[src/rtl/pdg_pkg.sv]
package pdg_pkg;
  typedef enum logic [1:0] {
    PD_ACTIVE     = 2'd0,
    PD_STANDBY    = 2'd1,
    PD_RECOVERING = 2'd2
  } pd_state_e;

  function automatic int unsigned max2(input int unsigned a, input int unsigned b);
    return (a > b) ? a : b;
  endfunction
endpackage

[src/rtl/pdg_hold.sv]
// Capture-and-hold stage: passes the pins while live, otherwise shows the
// last value seen while live.
module pdg_hold #(
  parameter int unsigned W = 8
) (
  input  logic         clk,
  input  logic         rst_n,
  input  logic         live,
  input  logic [W-1:0] pin,
  output logic [W-1:0] core
);
  logic [W-1:0] held_q;

  always_ff @(posedge clk) begin
    if (!rst_n)      held_q <= '0;
    else if (live)   held_q <= pin;
  end

  assign core = live ? pin : held_q;
endmodule

[src/rtl/pdg_seq.sv]
// Standby/recovery sequencer with one shared recovery counter and a
// per-path threshold compare.
module pdg_seq
  import pdg_pkg::*;
#(
  parameter int unsigned IN_RECOV  = 3,
  parameter int unsigned OE_RECOV  = 3,
  parameter int unsigned CLK_RECOV = 4,
  parameter int unsigned OUT_RECOV = 5
) (
  input  logic      clk,
  input  logic      rst_n,
  input  logic      pd,
  output pd_state_e state,
  output logic      in_live,
  output logic      oe_live,
  output logic      clk_live,
  output logic      out_live
);
  localparam int unsigned DONE = max2(max2(IN_RECOV, OE_RECOV), max2(CLK_RECOV, OUT_RECOV));
  localparam int unsigned CW   = $clog2(DONE + 1);
  localparam int unsigned NPATH = 4;
  localparam int unsigned THR [NPATH] = '{IN_RECOV, OE_RECOV, CLK_RECOV, OUT_RECOV};

  pd_state_e     st_q, st_d;
  logic [CW-1:0] cnt_q, cnt_d;
  logic [NPATH-1:0] live;

  always_comb begin
    st_d  = st_q;
    cnt_d = '0;
    unique case (st_q)
      PD_ACTIVE: begin
        if (pd) st_d = PD_STANDBY;
      end
      PD_STANDBY: begin
        if (!pd) st_d = PD_RECOVERING;
      end
      PD_RECOVERING: begin
        if (pd)                               st_d = PD_STANDBY;
        else if (cnt_q == CW'(DONE - 1))      st_d = PD_ACTIVE;
        else                                  cnt_d = cnt_q + 1'b1;
      end
      default: st_d = PD_ACTIVE;
    endcase
  end

  always_ff @(posedge clk) begin
    if (!rst_n) begin
      st_q  <= PD_ACTIVE;
      cnt_q <= '0;
    end else begin
      st_q  <= st_d;
      cnt_q <= cnt_d;
    end
  end

  for (genvar g = 0; g < NPATH; g++) begin : g_thr
    assign live[g] = (st_q == PD_ACTIVE) ||
                     ((st_q == PD_RECOVERING) && (cnt_q >= CW'(THR[g])));
  end

  assign state    = st_q;
  assign in_live  = live[0];
  assign oe_live  = live[1];
  assign clk_live = live[2];
  assign out_live = live[3];
endmodule

[src/rtl/pdg_width_mon.sv]
// Measures each level of the power-down pin and flags short ones.
module pdg_width_mon
  import pdg_pkg::*;
#(
  parameter int unsigned MIN_HIGH = 4,
  parameter int unsigned MIN_LOW  = 4
) (
  input  logic clk,
  input  logic rst_n,
  input  logic pd,
  output logic viol
);
  localparam int unsigned SAT = max2(max2(MIN_HIGH, MIN_LOW), 1);
  localparam int unsigned PW  = $clog2(SAT + 1);

  logic          pd_q;
  logic [PW-1:0] len_q;
  logic          viol_q;
  logic          short_lvl;

  assign short_lvl = pd_q ? (len_q < PW'(MIN_HIGH)) : (len_q < PW'(MIN_LOW));

  always_ff @(posedge clk) begin
    if (!rst_n) begin
      pd_q   <= 1'b0;
      len_q  <= PW'(SAT);
      viol_q <= 1'b0;
    end else begin
      pd_q <= pd;
      if (pd != pd_q) begin
        len_q <= PW'(1);
        if (short_lvl) viol_q <= 1'b1;
      end else if (len_q != PW'(SAT)) begin
        len_q <= len_q + 1'b1;
      end
    end
  end

  assign viol = viol_q;
endmodule

[src/rtl/pd_standby_ctrl.sv]
module pd_standby_ctrl
  import pdg_pkg::*;
#(
  parameter int unsigned N_IN      = 14,
  parameter int unsigned IN_RECOV  = 3,
  parameter int unsigned OE_RECOV  = 3,
  parameter int unsigned CLK_RECOV = 4,
  parameter int unsigned OUT_RECOV = 5,
  parameter int unsigned MIN_HIGH  = 4,
  parameter int unsigned MIN_LOW   = 4
) (
  input  logic            clk,
  input  logic            rst_n,
  input  logic            pd_pin,
  input  logic [N_IN-1:0] pin_in,
  input  logic            pin_oe,
  input  logic            pin_clk,
  output logic [N_IN-1:0] core_in,
  output logic            core_oe,
  output logic            core_clk,
  output logic            out_valid,
  output logic [1:0]      pd_state,
  output logic            width_viol
);
  pd_state_e st;
  logic in_live, oe_live, clk_live, out_live;

  pdg_seq #(
    .IN_RECOV (IN_RECOV),
    .OE_RECOV (OE_RECOV),
    .CLK_RECOV(CLK_RECOV),
    .OUT_RECOV(OUT_RECOV)
  ) u_seq (
    .clk     (clk),
    .rst_n   (rst_n),
    .pd      (pd_pin),
    .state   (st),
    .in_live (in_live),
    .oe_live (oe_live),
    .clk_live(clk_live),
    .out_live(out_live)
  );

  pdg_hold #(.W(N_IN)) u_hold_in (
    .clk  (clk),
    .rst_n(rst_n),
    .live (in_live),
    .pin  (pin_in),
    .core (core_in)
  );

  pdg_hold #(.W(1)) u_hold_oe (
    .clk  (clk),
    .rst_n(rst_n),
    .live (oe_live),
    .pin  (pin_oe),
    .core (core_oe)
  );

  pdg_width_mon #(
    .MIN_HIGH(MIN_HIGH),
    .MIN_LOW (MIN_LOW)
  ) u_width (
    .clk  (clk),
    .rst_n(rst_n),
    .pd   (pd_pin),
    .viol (width_viol)
  );

  assign core_clk  = clk_live & pin_clk;
  assign out_valid = out_live;
  assign pd_state  = st;
endmodule

[config.mk]
export PLATFORM = sky130hd
export DESIGN_NAME = pd_standby_ctrl
export DESIGN_NICKNAME = d
export VERILOG_FILES = /design/src/rtl/pdg_pkg.sv /design/src/rtl/pdg_hold.sv /design/src/rtl/pdg_seq.sv /design/src/rtl/pdg_width_mon.sv /design/src/rtl/pd_standby_ctrl.sv
export SDC_FILE = /design/constraint.sdc
export NUM_CORES = 1
export LEC_CHECK = 0
export BUFFER_PORTS_ARGS = -buffer_cell sky130_fd_sc_hd__buf_4
export CORE_ASPECT_RATIO = 1.1
export CORE_MARGIN = 1
export CORE_UTILIZATION = 30
export DETAILED_ROUTE_END_ITERATION = 8
export HOLD_SLACK_MARGIN = 0.08
export SLEW_MARGIN = 10
export SYNTH_ARGS = -nofsm -noshare
export SYNTH_HDL_FRONTEND = slang
export SYNTH_SLANG_ARGS = --single-unit
[constraint.sdc]
create_clock -name clk -period 2.4 [get_ports clk]
set_input_delay 0.48 -clock clk [delete_from_list [all_inputs] [get_ports clk]]
set_output_delay 0.48 -clock clk [all_outputs]
set_load 0.1 [all_outputs]
# ---- Yosys cells after proc, flatten, opt, wreduce, memory -nomap -nowiden
# Index checks and enable logic that the tools add are counted.
dict set report word_totals {
  ff_bits 25
}
dict set report classes {
  n_addsub 2
  n_lt_le_gt_ge 4
  eq_ne 8
  mux 9
  n_bitwise 3
  n_reduce_logical 12
}
# op n
set ops {}
lappend ops {{two-way mux 14 bit} 1}
lappend ops {{two-way mux 2 bit} 4}
lappend ops {{adder 3 x 1 -> 3 bit (second input constant)} 2}
lappend ops {{greater-or-equal comparator 3 bit (second input constant)} 2}
lappend ops {{two-way mux 3 bit} 2}
lappend ops {{one-hot mux 2 bit (3 select lines)} 1}
lappend ops {{inequality test 2 bit (second input constant)} 2}
lappend ops {{OR reduction 4 bit} 1}
lappend ops {{equality test 3 bit (second input constant)} 1}
lappend ops {{greater-or-equal comparator 3 x 2 -> 1 bit (second input constant)} 1}
lappend ops {{logical AND 1 bit} 3}
lappend ops {{logical OR 1 bit} 3}
lappend ops {{< comparator 3 bit (second input constant)} 1}
lappend ops {{inequality test 3 x 2 -> 1 bit (second input constant)} 1}
lappend ops {{inequality test 3 bit (second input constant)} 1}
lappend ops {{AND reduction 3 bit} 1}
lappend ops {{equality test 2 x 1 -> 1 bit (second input constant)} 1}
lappend ops {{equality test 2 bit (second input constant)} 1}
lappend ops {{logical NOT 2 bit} 1}
lappend ops {{NOT 1 bit} 2}
lappend ops {{AND reduction 2 bit} 1}
lappend ops {{nonzero test 2 bit} 1}
lappend ops {{OR reduction 2 bit} 1}
lappend ops {{AND 1 bit} 1}
lappend ops {{other kinds (2)} 2}

# ---- Depth between registers and ports, before layout
# Gate-level depths: netlist of the first run.
dict set report logic_depth {
  word_depth 4
  ltp_mapped 7
  ltp_nobuf 5
}

# ---- By module
# From an unflattened synthesis of the first run, not the netlist that was laid out.
dict set report hier_totals {
  hier_cells 101
  area_unflattened_um2 1174.9
}
# module instances cells_each area_per_inst_um2 seq_area_each_um2
set by_module_without_submodules {}
lappend by_module_without_submodules {{pdg_hold at u_hold_in} 1 44 580.6 280.3}
lappend by_module_without_submodules {pdg_seq 1 29 304.0 100.1}
lappend by_module_without_submodules {pdg_width_mon 1 24 240.2 100.1}
lappend by_module_without_submodules {{pdg_hold at u_hold_oe} 1 3 43.8 20.0}
lappend by_module_without_submodules {pd_standby_ctrl 1 1 6.3 0.0}

# ---- Worst setup path after synthesis of the first run
# Ideal clock, no wire load.
dict set report synth_timing {
  kind {register to output}
  startpoint {register u_seq.st_q[0] (netlist: u_seq.state[0])}
  endpoint {output core_clk}
  t_arrival_ns 3.408
  setup_slack_ns -1.488
  stages_incl_launch_ff 4
  cell_sequence {dfxtp_1 buf_4 clkbuf_8 a211oi_1}
}
dict set report synth_between {
  elab_chain_len 4
  word_cells_on_any_way 5
  classes_between {eq/ne (1); bitwise (1); reduce/logical (3)}
}
# item line_no
set synth_rtl {}
lappend synth_rtl {{start, declared} pdg_seq.sv:25} ;# pd_state_e st_q, st_d;
lappend synth_rtl {{start signal, assigned} pdg_seq.sv:53} ;# st_q <= st_d;
lappend synth_rtl {{equality test 2 bit} pdg_seq.sv:60} ;# ((st_q == PD_RECOVERING) && (cnt_q >= CW'(THR[g])));
lappend synth_rtl {{logical AND 1 bit} pdg_seq.sv:60}
lappend synth_rtl {{logical OR 1 bit (*)} pdg_seq.sv:59} ;# assign live[g] = (st_q == PD_ACTIVE) ||
lappend synth_rtl {{AND 1 bit (*)} pd_standby_ctrl.sv:70} ;# assign core_clk = clk_live & pin_clk;
lappend synth_rtl {{end, declared} pd_standby_ctrl.sv:20} ;# output logic core_clk,
# Every way passes the cells marked *; elsewhere a longest branch is shown, timed or not.

# ---- Worst setup path after layout of the first run
dict set report layout_timing {
  startpoint {register u_seq.cnt_q[0]}
  endpoint {output core_oe}
}
dict set report layout_between {
  elab_chain_len 4
}
# item line_no
set layout_rtl {}
lappend layout_rtl {{start, declared} pdg_seq.sv:26} ;# logic [CW-1:0] cnt_q, cnt_d;
lappend layout_rtl {{start signal, assigned} pdg_seq.sv:54} ;# cnt_q <= cnt_d;
lappend layout_rtl {{greater-or-equal comparator 3 x 2 -> 1 bit} pdg_seq.sv:60}
lappend layout_rtl {{logical AND 1 bit} pdg_seq.sv:60}
lappend layout_rtl {{logical OR 1 bit} pdg_seq.sv:59}
lappend layout_rtl {{two-way mux 1 bit} pdg_hold.sv:19} ;# assign core = live ? pin : held_q;
lappend layout_rtl {{end, declared} pd_standby_ctrl.sv:19} ;# output logic core_oe,
# Every way passes these cells.

==> summary.md, run 1 <==
| Metric | Value |
|---|---|
| Outcome | complete, no violations |
| Core area | 4750 µm² |
| Hold Buf Count CTS | 0 |
| FF+latch count, synth | 25 |
| Final setup fails | 0 |
| Most frequent cells after synthesis | dfxtp_1 (25), nand2_1 (21), a21oi_1 (18) |
| Clock root buffer | clkbuf_8 |
| TritonRoute pass-1 iters | 4 |
| GR Layer Usage met3 | 1.840% |
| CTS Sinks | 25 |
| Final clock skew | 1.786 ps |
| Ys Warns | 0 |
| Total GRT Usage | 13.33% |
| Layout area overhead | 40.99% |
| Leakage | 0.8666 nW |
| R2R setup slack | 680 ps |
| Register area | 509.2 µm² |
| Post-synthesis mux area share | 9.877% |
| Pwr dens | 566.1 nW/µm² |
| Worst Hold Class | input port to register |
| R2R depth | 8 |
| Synth Flop Type | dfxtp_1 |
| Max Clk Rate | 0.4189 GHz |
| Routed length per instance | 13.31 µm |
| Site row count | 26 |
| RSZ-0062 raised after global routing | true |
| Worst slew pin tran | 577.3 ps |
| Slew Viols, Final | 0 |
| DR DRC count | 0 |
| Hold Crit Depth | 2 |
| Post-synth top area cell | dfxtp_1 |
| CTS tree | done |
| Post-Synthesis Cells | 168 |
| Ant diodes | 0 |
| Cell Area, Synth | 1520 µm² |
| Largest net degree at the start of global routing | 33 |
| Final ANT Viol Nets | 0 |
| Util after Layout | 45.13% |
| Finished Cell Area | 2143 µm² |
| Post-synth top area share | 32.92% |
| Seq/Total Area, Yosys | 32.92% |
| Initial antenna violation count | 0 |
| Maximum vdd drop | 0.2374 mV |
| H-Tree Depth | 1 |
| Multi-input gate area | 1033 µm² |
| Max-cap violations | 0 |
| Minimum clock period | 2387 ps |
| Met2 GRT Util | 22.88% |
| DP Area | 1888 µm² |
| Io pins | 39 |
| XOR/XNOR Fraction of Synth Area | 1.152% |
| Detailed Route WL | 3.515 mm |
| Setup_tns | 0 ps |
| Synth async-reset ratio | 0% |
| DR iter-0 viols | 66 |
| Met1 Use GR | 16.67% |
| Netlist cell types | 32 |
| Syn_nets | 193 |
| Clk buf depth | 2 |
| Final hold slack | 411.5 ps |
| Share of cells above drive strength 1 | 45.67% |
| Mapped Avg Cell Area | 9.049 µm² |
| Area contributors post-synth | dfxtp_1 (33%), mux2i_1 (9.9%), a21boi_0 (7.9%) |
| CP Max Fanout | 6 |
| Final period util | 99.48% |
| Largest family of logic cells by synthesized area | compound AO/OA/AOI/OAI gates |
| Latest clock arrival within the worst-skew pair | 270 ps |
| Die Width | 69.87 µm |
| Crit path DAT | 1910 ps |
| Placer Congestion | 0.7570 |
| Relative slew margins | 61.51% |
| Worst EP required | 1920 ps |
| Vias post-DR | 1322 |
| Overflow left after global routing | 0 |
| Compound-gate portion of the synthesized area | 24.61% |
| Startpoint types | register |
| Fillcell total | 486 |
| Post-Synth Simple-Gate Area | 16.95% |
| CTS buffer count | 3 |
| First-pass GRT wire length | 5.816 mm |
| Final Hold Viols | 0 |
| Avg Vias per Cell | 5.008 |
| Gr busiest metal | met2 |
| Hpwl dp | 2.314 mm |
| DIE HEIGHT | 76.66 µm |
| Post-synth EDFFs | 0 |
| CP Class | register to output port |
| Number of global-route vias before repair | 1287 |
| Die Area | 5356 µm² |
| Adder-cell share of the synthesized area | 4.938% |
| Initial Util | 32.01% |
| Most common cell in the netlist | dfxtp_1 |
| Worst Setup End Kind | output port |
| Layout Nets | 234 |
| IO Port Bufs | 38 |
| Worst-path clk slew | 90 ps |
## timing repair
item                       in CTS  in global routing
resized for setup              32                 15
setup buffers                   1                  1
setup endpoints to repair      15                 15
gates cloned                    0                  0
## final cells by class
class                   instances  share of cell area, %
flip-flops and latches         25                  23.76
clock buffers                   4                  2.102
inverters                       8                  1.401
repair buffers                 47                  21.25
well taps                      56                  3.269
multi-input cells             124                  48.22
## worst paths after layout
kind / start / to
max: u_seq.cnt_q[0] / core_oe
min reg2reg: u_width.viol / u_width.viol
min: pd_pin / u_seq.state[1]
max reg2reg: u_seq.cnt_q[0] / u_hold_in.held_q[11]
## cell usage in the layout, fill, tap and decap left out, types with 3 or more instances in the layout
cell type and instances:
and2b_1 3, mux2i_4 4, nand2_2 11, a21boi_0 16, mux2i_2 9, inv_1 6
a21oi_1 17, nor2b_1 5, ha_1 4, buf_12 4, nor2_1 4, nand2_1 10
dfxtp_2 4, buf_4 29, buf_6 14, dfxtp_1 20, clkbuf_8 3, and2b_2 7
a22oi_1 13
## through the flow
stage | setup slack (ps) | cells | total power (W)
detailed placement | 142.3 | 258 | 0.0009120
global placement | 195.7 | 258 | 0.0009088
CTS | -21.74 | 263 | 0.001212
global route | -110.1 | 264 | 0.001276
floorplan | 3.948 | 168 | 0.0008198
finish | 12.57 | 264 | 0.001213
## critical path, stage by stage (launching register included)
cell	delay (ps)
dfxtp_2	340
ha_4	160
ha_4	160
nor3b_4	240
buf_6	200
mux2i_2	250
nand2_1	90
buf_6	190
## state kept, by name, summed over array words and instances, names as in the netlist
name              count
u_hold_oe.held_q      1
u_width.viol          1
u_width.len_q         3
u_width.pd_q          1
u_seq.cnt_q           3
u_hold_in.held_q     14
u_seq.state           2
## power breakdown
group	total, W	switching (W)	leakage [nW]	internal [W]
combinational	0.000489	0.000326	0.635	0.000163
clock	0.000258	0.000139	0.0228	0.000119
sequential	0.000466	0.0000245	0.209	0.000442
total	0.00121	0.000490	0.867	0.000724
## cells by family (layout without fill, tap and decap cells)
kind of cell             after synthesis  count (layout)
AO/OA/AOI/OAI                         55              55
XOR/XNOR                               2               2
adder cells (fa/ha/maj)                6               6
buffers and inverters                 19              59
flip-flops                            25              25
multiplexers                          15              15
AND/OR/NAND/NOR                       46              46
## per-layer routing
layer | up-vias | wire [µm]
met1 | 617 | 1637
met3 | 5 | 124
met5 | - | 0
li1 | 669 | -
met2 | 31 | 1709
met4 | 0 | 43
No activity file was read; power rests on OpenSTA's default activity.
==> run 2, diff against run 1 <==
--- a/config.mk
+++ b/config.mk
@@ -11,6 +11,7 @@
 export CORE_UTILIZATION = 30
 export DETAILED_ROUTE_END_ITERATION = 8
 export HOLD_SLACK_MARGIN = 0.08
+export REMOVE_ABC_BUFFERS = 1
 export SLEW_MARGIN = 10
 export SYNTH_ARGS = -nofsm -noshare
 export SYNTH_HDL_FRONTEND = slang
==> run 2 against run 1 <==
Clock skew is 4.8 ps higher. Setup slack worse by 40 ps. Sequential share of layout area is 2.0 points lower. Critical path depth is 1 higher. The flow now finishes with violations (setup timing). Largest power group unchanged. Register-to-register slack better by 20 ps. Global-route usage is 0.16 points higher. Cell area is 8.5% higher. Critical path type unchanged. Routed wire length is 2.1% higher.
==> summary.md, run 2 (synthesis gave the netlist of run 1 again) <==
| Metric | Value |
|---|---|
| Outcome | finished, violations left |
| Failing checks | setup timing |
| CP Class | register to output port |
| Fillcell total | 440 |
| Largest Register | u_hold_in.held_q |
| Biggest regs | u_hold_in.held_q (14), u_seq.cnt_q (3), u_width.len_q (3) |
| Largest net degree at the start of global routing | 35 |
| Final Non-Filler Cells | 266 |
| Commonest non-fill, non-tap cell in the layout | buf_4 |
| Final ANT Viol Nets | 0 |
| Hold Buf Count CTS | 0 |
| Ant diodes | 0 |
| Layout area overhead | 53.00% |
| Initial antenna violation count | 0 |
| TritonRoute pass-1 iters | 4 |
| H-Tree Depth | 1 |
| Most frequent cells in the layout | buf_4 (30), dfxtp_1 (22), a21oi_1 (18) |
| R2R setup slack | 700 ps |
| CTS tree | done |
| Final Hold Viols | 0 |
| DR DRC count | 0 |
| Latest clock arrival within the worst-skew pair | 270 ps |
| Largest register FFs | 14 |
| Maximum vdd drop | 0.4017 mV |
| Critical R2R Launch | u_seq.cnt_q[1] |
| CTS buffer count | 3 |
| Dpl cells | 257 |
| Die Width | 69.87 µm |
| Hold Crit Depth | 2 |
| Pwr Total | 0.001267 W |
| Core area | 4750 µm² |
| IO Port Bufs | 38 |
| Die Area | 5356 µm² |
| Pwr dens | 544.7 nW/µm² |
| Share of cells above drive strength 1 | 44.76% |
| Clk buf depth | 2 |
| Worst Setup End Kind | output port |
| Overflow left after global routing | 0 |
| Slew Viols, Final | 0 |
| First-pass GRT wire length | 5.851 mm |
| Worst Hold Class | input port to register |
| CP Max Fanout | 8 |
| Crit path DAT | 1950 ps |
| Initial Util | 32.01% |
| Final setup margin | -27.91 ps |
| Max Clk Rate | 0.4119 GHz |
| Max-cap violations | 0 |
| Site row count | 26 |
| Number of global-route vias before repair | 1220 |
| R2R depth | 8 |
| Worst-path clk slew | 90 ps |
| Leakage | 0.9129 nW |
| Detailed Route WL | 3.588 mm |
| Final clock skew | 6.549 ps |
| Reg2reg end | u_hold_in.held_q[7] |
| DIE HEIGHT | 76.66 µm |
| Vias post-DR | 1326 |
| Relative slew margins | 63.86% |
| Worst slew pin tran | 538.8 ps |
| Hold path startpoint | pd_pin |
| Final period util | 101.2% |
| Routed length per instance | 13.49 µm |
| Hold Path End | u_seq.state[1] |
| DR iter-0 viols | 47 |
| RSZ-0062 raised after global routing | true |
| Final setup fails | 9 |
| Worst EP required | 1920 ps |
| Layout Nets | 236 |
| Minimum clock period | 2428 ps |
| Startpoint types | register |
| Clock root buffer | clkbuf_8 |
| Avg Vias per Cell | 4.985 |
| CTS Sinks | 25 |
| Placer Congestion | 0.7066 |
| Total GRT Usage | 13.50% |
| Hpwl dp | 2.253 mm |
| Io pins | 39 |
run 2: stage by stage:
step	setup slack, ps	hold WS [ps]	TNS, ps	instance area (µm²)	util, %
5_1_grt	-128.7	417.4	-1570	2326	48.97
2_1_floorplan	-1432	468.9	-20190	1405	-
3_5_place_dp	168.0	457.2	0	1837	38.67
6_report	-27.91	426.9	-94.97	2326	48.97
4_1_cts	-29.55	421.4	-97.33	2033	42.81
3_3_place_gp	261.6	449.3	0	1837	38.67
run 2: cell type report:
type | count | area [µm²] | share of cell area, %
flip-flops and latches | 25 | 506.7 | 21.79
repair buffers | 49 | 581.8 | 25.01
well taps | 56 | 70.07 | 3.012
multi-input cells | 124 | 1092 | 46.96
clock buffers | 4 | 45.04 | 1.937
inverters | 8 | 30.03 | 1.291
run 2: power breakdown:
group,internal (W),switching [W]
Combinational,0.000209,0.000349
Sequential,0.000441,0.0000171
Clock,0.000119,0.000132
run 2: how the worst max path moves through the flow:
stage,startpoint,endpoint,slack (ps),cells after the start
2_1_floorplan,u_seq.state[0],core_clk,-1430,1
3_3_place_gp,u_seq.cnt_q[2],core_in[4],260,7
3_5_place_dp,u_seq.cnt_q[2],core_in[3],170,7
4_1_cts,u_seq.cnt_q[1],core_in[7],-30,8
5_1_grt,u_seq.cnt_q[1],core_in[5],-130,8
6_report,u_seq.cnt_q[1],core_in[3],-30,8
run 2: repair_timing:
action,4_1_cts,5_1_grt
pin swaps,1,1
setup buffers,2,2
gates resized for setup,29,59
cloned,1,0
endpoints found under the setup margin,15,15
run 2: critical path: stages (launching register included):
cell and delay (ps):
dfxtp_2 340, ha_4 160, ha_4 150, nor3b_4 170
buf_6 150, buf_12 170, mux2i_2 260, nand2_2 100
buf_12 170
run 2: per-layer routing:
metal,part of all wire (%),track usage (%)
met2,49,21.35
met3,5.0,3.417
met1,45,18.42
met5,0,0
met4,0.64,3.000
==> run 3, diff against run 2 <==
--- a/config.mk
+++ b/config.mk
@@ -8,7 +8,7 @@
 export BUFFER_PORTS_ARGS = -buffer_cell sky130_fd_sc_hd__buf_4
 export CORE_ASPECT_RATIO = 1.1
 export CORE_MARGIN = 1
-export CORE_UTILIZATION = 30
+export CORE_UTILIZATION = 40
 export DETAILED_ROUTE_END_ITERATION = 8
 export HOLD_SLACK_MARGIN = 0.08
 export REMOVE_ABC_BUFFERS = 1
==> run 3 against run 2 <==
The flow still finishes with violations (setup timing). Global-route usage increased by 4.5 points. First-iteration DRC count decreased by 43%. Non-clock buffer count increased by 2. Clock-buffer cell count decreased by 1. Power decreased by 3.6%. Sequential share of layout area increased by 1.6 points. Sequential power about the same. Cell area decreased by 7.4%. Die area decreased by 24%. Setup slack got worse by 33 ps. Critical path depth decreased by 1. Via count increased by 0.90%. Critical endpoint is now core_in[0]. Largest power group unchanged. Highest routed layer unchanged.
==> summary.md, run 3 (synthesis gave the netlist of run 1 again) <==
| Metric | Value |
|---|---|
| Detailed Route WL | 3.519 mm |
| Multi-input gate area | 994.7 µm² |
| Worst Hold Class | input port to register |
| Overflow left after global routing | 0 |
| R2R depth | 7 |
| Io pins | 39 |
| Site row count | 23 |
| Latest clock arrival within the worst-skew pair | 270 ps |
| DR DRC count | 0 |
| First-pass GRT wire length | 5.623 mm |
| CP Max Fanout | 6 |
| Hpwl dp | 2.339 mm |
| Initial Util | 41.93% |
| Failing checks | setup timing |
| Biggest regs | u_hold_in.held_q (14), u_seq.cnt_q (3), u_width.len_q (3) |
| CP peak stage delay | 350 ps |
| Die Width | 60.78 µm |
| Ant diodes | 0 |
| Worst slew pin tran | 372.0 ps |
| Final clock skew | 5.161 ps |
| Share of cells above drive strength 1 | 40.09% |
| Outcome | finished, violations left |
| Max-cap violations | 0 |
| TritonRoute pass-1 iters | 4 |
| Hold path startpoint | pd_pin |
| CP Class | register to output port |
| Clock root buffer | clkbuf_8 |
| Slew Viols, Final | 0 |
| CTS buffer count | 3 |
| CTS tree | done |
| H-Tree Depth | 1 |
| Final setup margin | -60.69 ps |
| Critical path cell sequence | ha_4, ha_4, nor3b_4, buf_6, mux2i_1, nand2_1, buf_6 |
| Register area | 504.2 µm² |
| Largest Register | u_hold_in.held_q |
| Pwr Total | 0.001221 W |
| Util after Layout | 59.39% |
| Maximum vdd drop | 0.3031 mV |
| Most frequent cells in the layout | buf_4 (32), dfxtp_1 (22), a21oi_1 (18) |
| CTS Sinks | 25 |
| Largest register FFs | 14 |
| Core area | 3626 µm² |
| Largest net degree at the start of global routing | 37 |
| Initial antenna violation count | 0 |
| Minimum clock period | 2461 ps |
| Final Hold Viols | 0 |
| Final setup fails | 10 |
| Number of global-route vias before repair | 1350 |
| Max stage delay cell, worst path | dfxtp_2 |
| Total GRT Usage | 17.97% |
| Die Area | 4051 µm² |
| Final hold slack | 414.1 ps |
| Clk buf depth | 2 |
| IO Port Bufs | 38 |
| Setup_tns | -208.9 ps |
| Worst-path clk slew | 90 ps |
| Avg Vias per Cell | 5.107 |
| Layout Nets | 238 |
| Placer Congestion | 0.7381 |
| Leakage | 0.8879 nW |
| Fillcell total | 334 |
| Pwr dens | 567.1 nW/µm² |
| Hold Crit Depth | 2 |
| Commonest non-fill, non-tap cell in the layout | buf_4 |
| Crit path DAT | 1980 ps |
| Max Clk Rate | 0.4064 GHz |
| DIE HEIGHT | 66.66 µm |
| Final period util | 102.5% |
| Relative slew margins | 74.98% |
| Layout area overhead | 41.65% |
| R2R setup slack | 700 ps |
| Routed length per instance | 13.43 µm |
| RSZ-0062 raised after global routing | true |
| Worst Setup End Kind | output port |
| Startpoint types | register |
| Vias post-DR | 1338 |
| DR iter-0 viols | 27 |
| Final ANT Viol Nets | 0 |
| Hold Path End | u_seq.state[1] |
| Worst EP required | 1920 ps |
| Critical R2R Launch | u_seq.cnt_q[0] |
| Reg2reg end | u_hold_in.held_q[0] |
-- run 3: cell count changes in the layout (fill, tap and decap cells not counted), sizes merged --
cell	change
clkbuf	-1
clkinv	+1
buf	+2
-- run 3: critical path: cells and delay by family, from the launching register on --
kind | cells | cell delay [ps]
adders and majority gates | 2 | 310
buffers and inverters | 2 | 400
muxes | 1 | 260
DFF | 1 | 350
and+or+nand+nor | 2 | 390
-- run 3: how the worst max path moves through the flow --
stage / from / to / slack (ps) / cells after the start
after CTS: u_seq.cnt_q[0] / core_in[13] / -70 / 7
after global routing: u_seq.cnt_q[0] / core_in[4] / -120 / 7
after detailed placement: u_seq.cnt_q[0] / core_in[10] / 200 / 7
after floorplan: u_seq.state[0] / core_clk / -1430 / 1
final: u_seq.cnt_q[0] / core_in[0] / -60 / 7
after global placement: u_seq.cnt_q[0] / core_in[5] / 280 / 7
-- run 3: metrics by stage --
stage	setup WS (ps)	cells	cell area [µm²]
after floorplan	-1432	157	1405
after global placement	275.4	252	1818
after detailed placement	200.6	252	1818
after CTS	-69.76	262	2028
after global routing	-121.8	262	2153
final	-60.69	262	2153
-- run 3: cell type report --
cell class	count	share of cell area, %
multi-input combinational	124	46.19
clock inverter	1	0.2324
clock buffer	3	1.917
timing repair buffer	51	23.94
inverter	8	1.395
tap	50	2.905
sequential	25	23.42
-- run 3: per-layer routing --
layer,GRT usage [%],up-vias,routed length (µm)
met2,33.93,29,1773
li1,-,678,-
met1,20.57,629,1604
met3,2.524,2,132
met4,4.545,0,8
met5,0,-,0
-- run 3: power breakdown --
part           total, W  switching, W  internal (W)
Sequential     0.000459     0.0000167      0.000442
Combinational  0.000512      0.000335      0.000177
Clock          0.000250      0.000134      0.000116
-- run 3: timing repair --
item | 4_1_cts | 5_1_grt
gates cloned | 1 | 0
endpoints found under the setup margin | 15 | 15
pin swaps | 1 | 2
resized for setup | 31 | 27
setup buffers | 5 | 0
hold buffers | 0 | 0
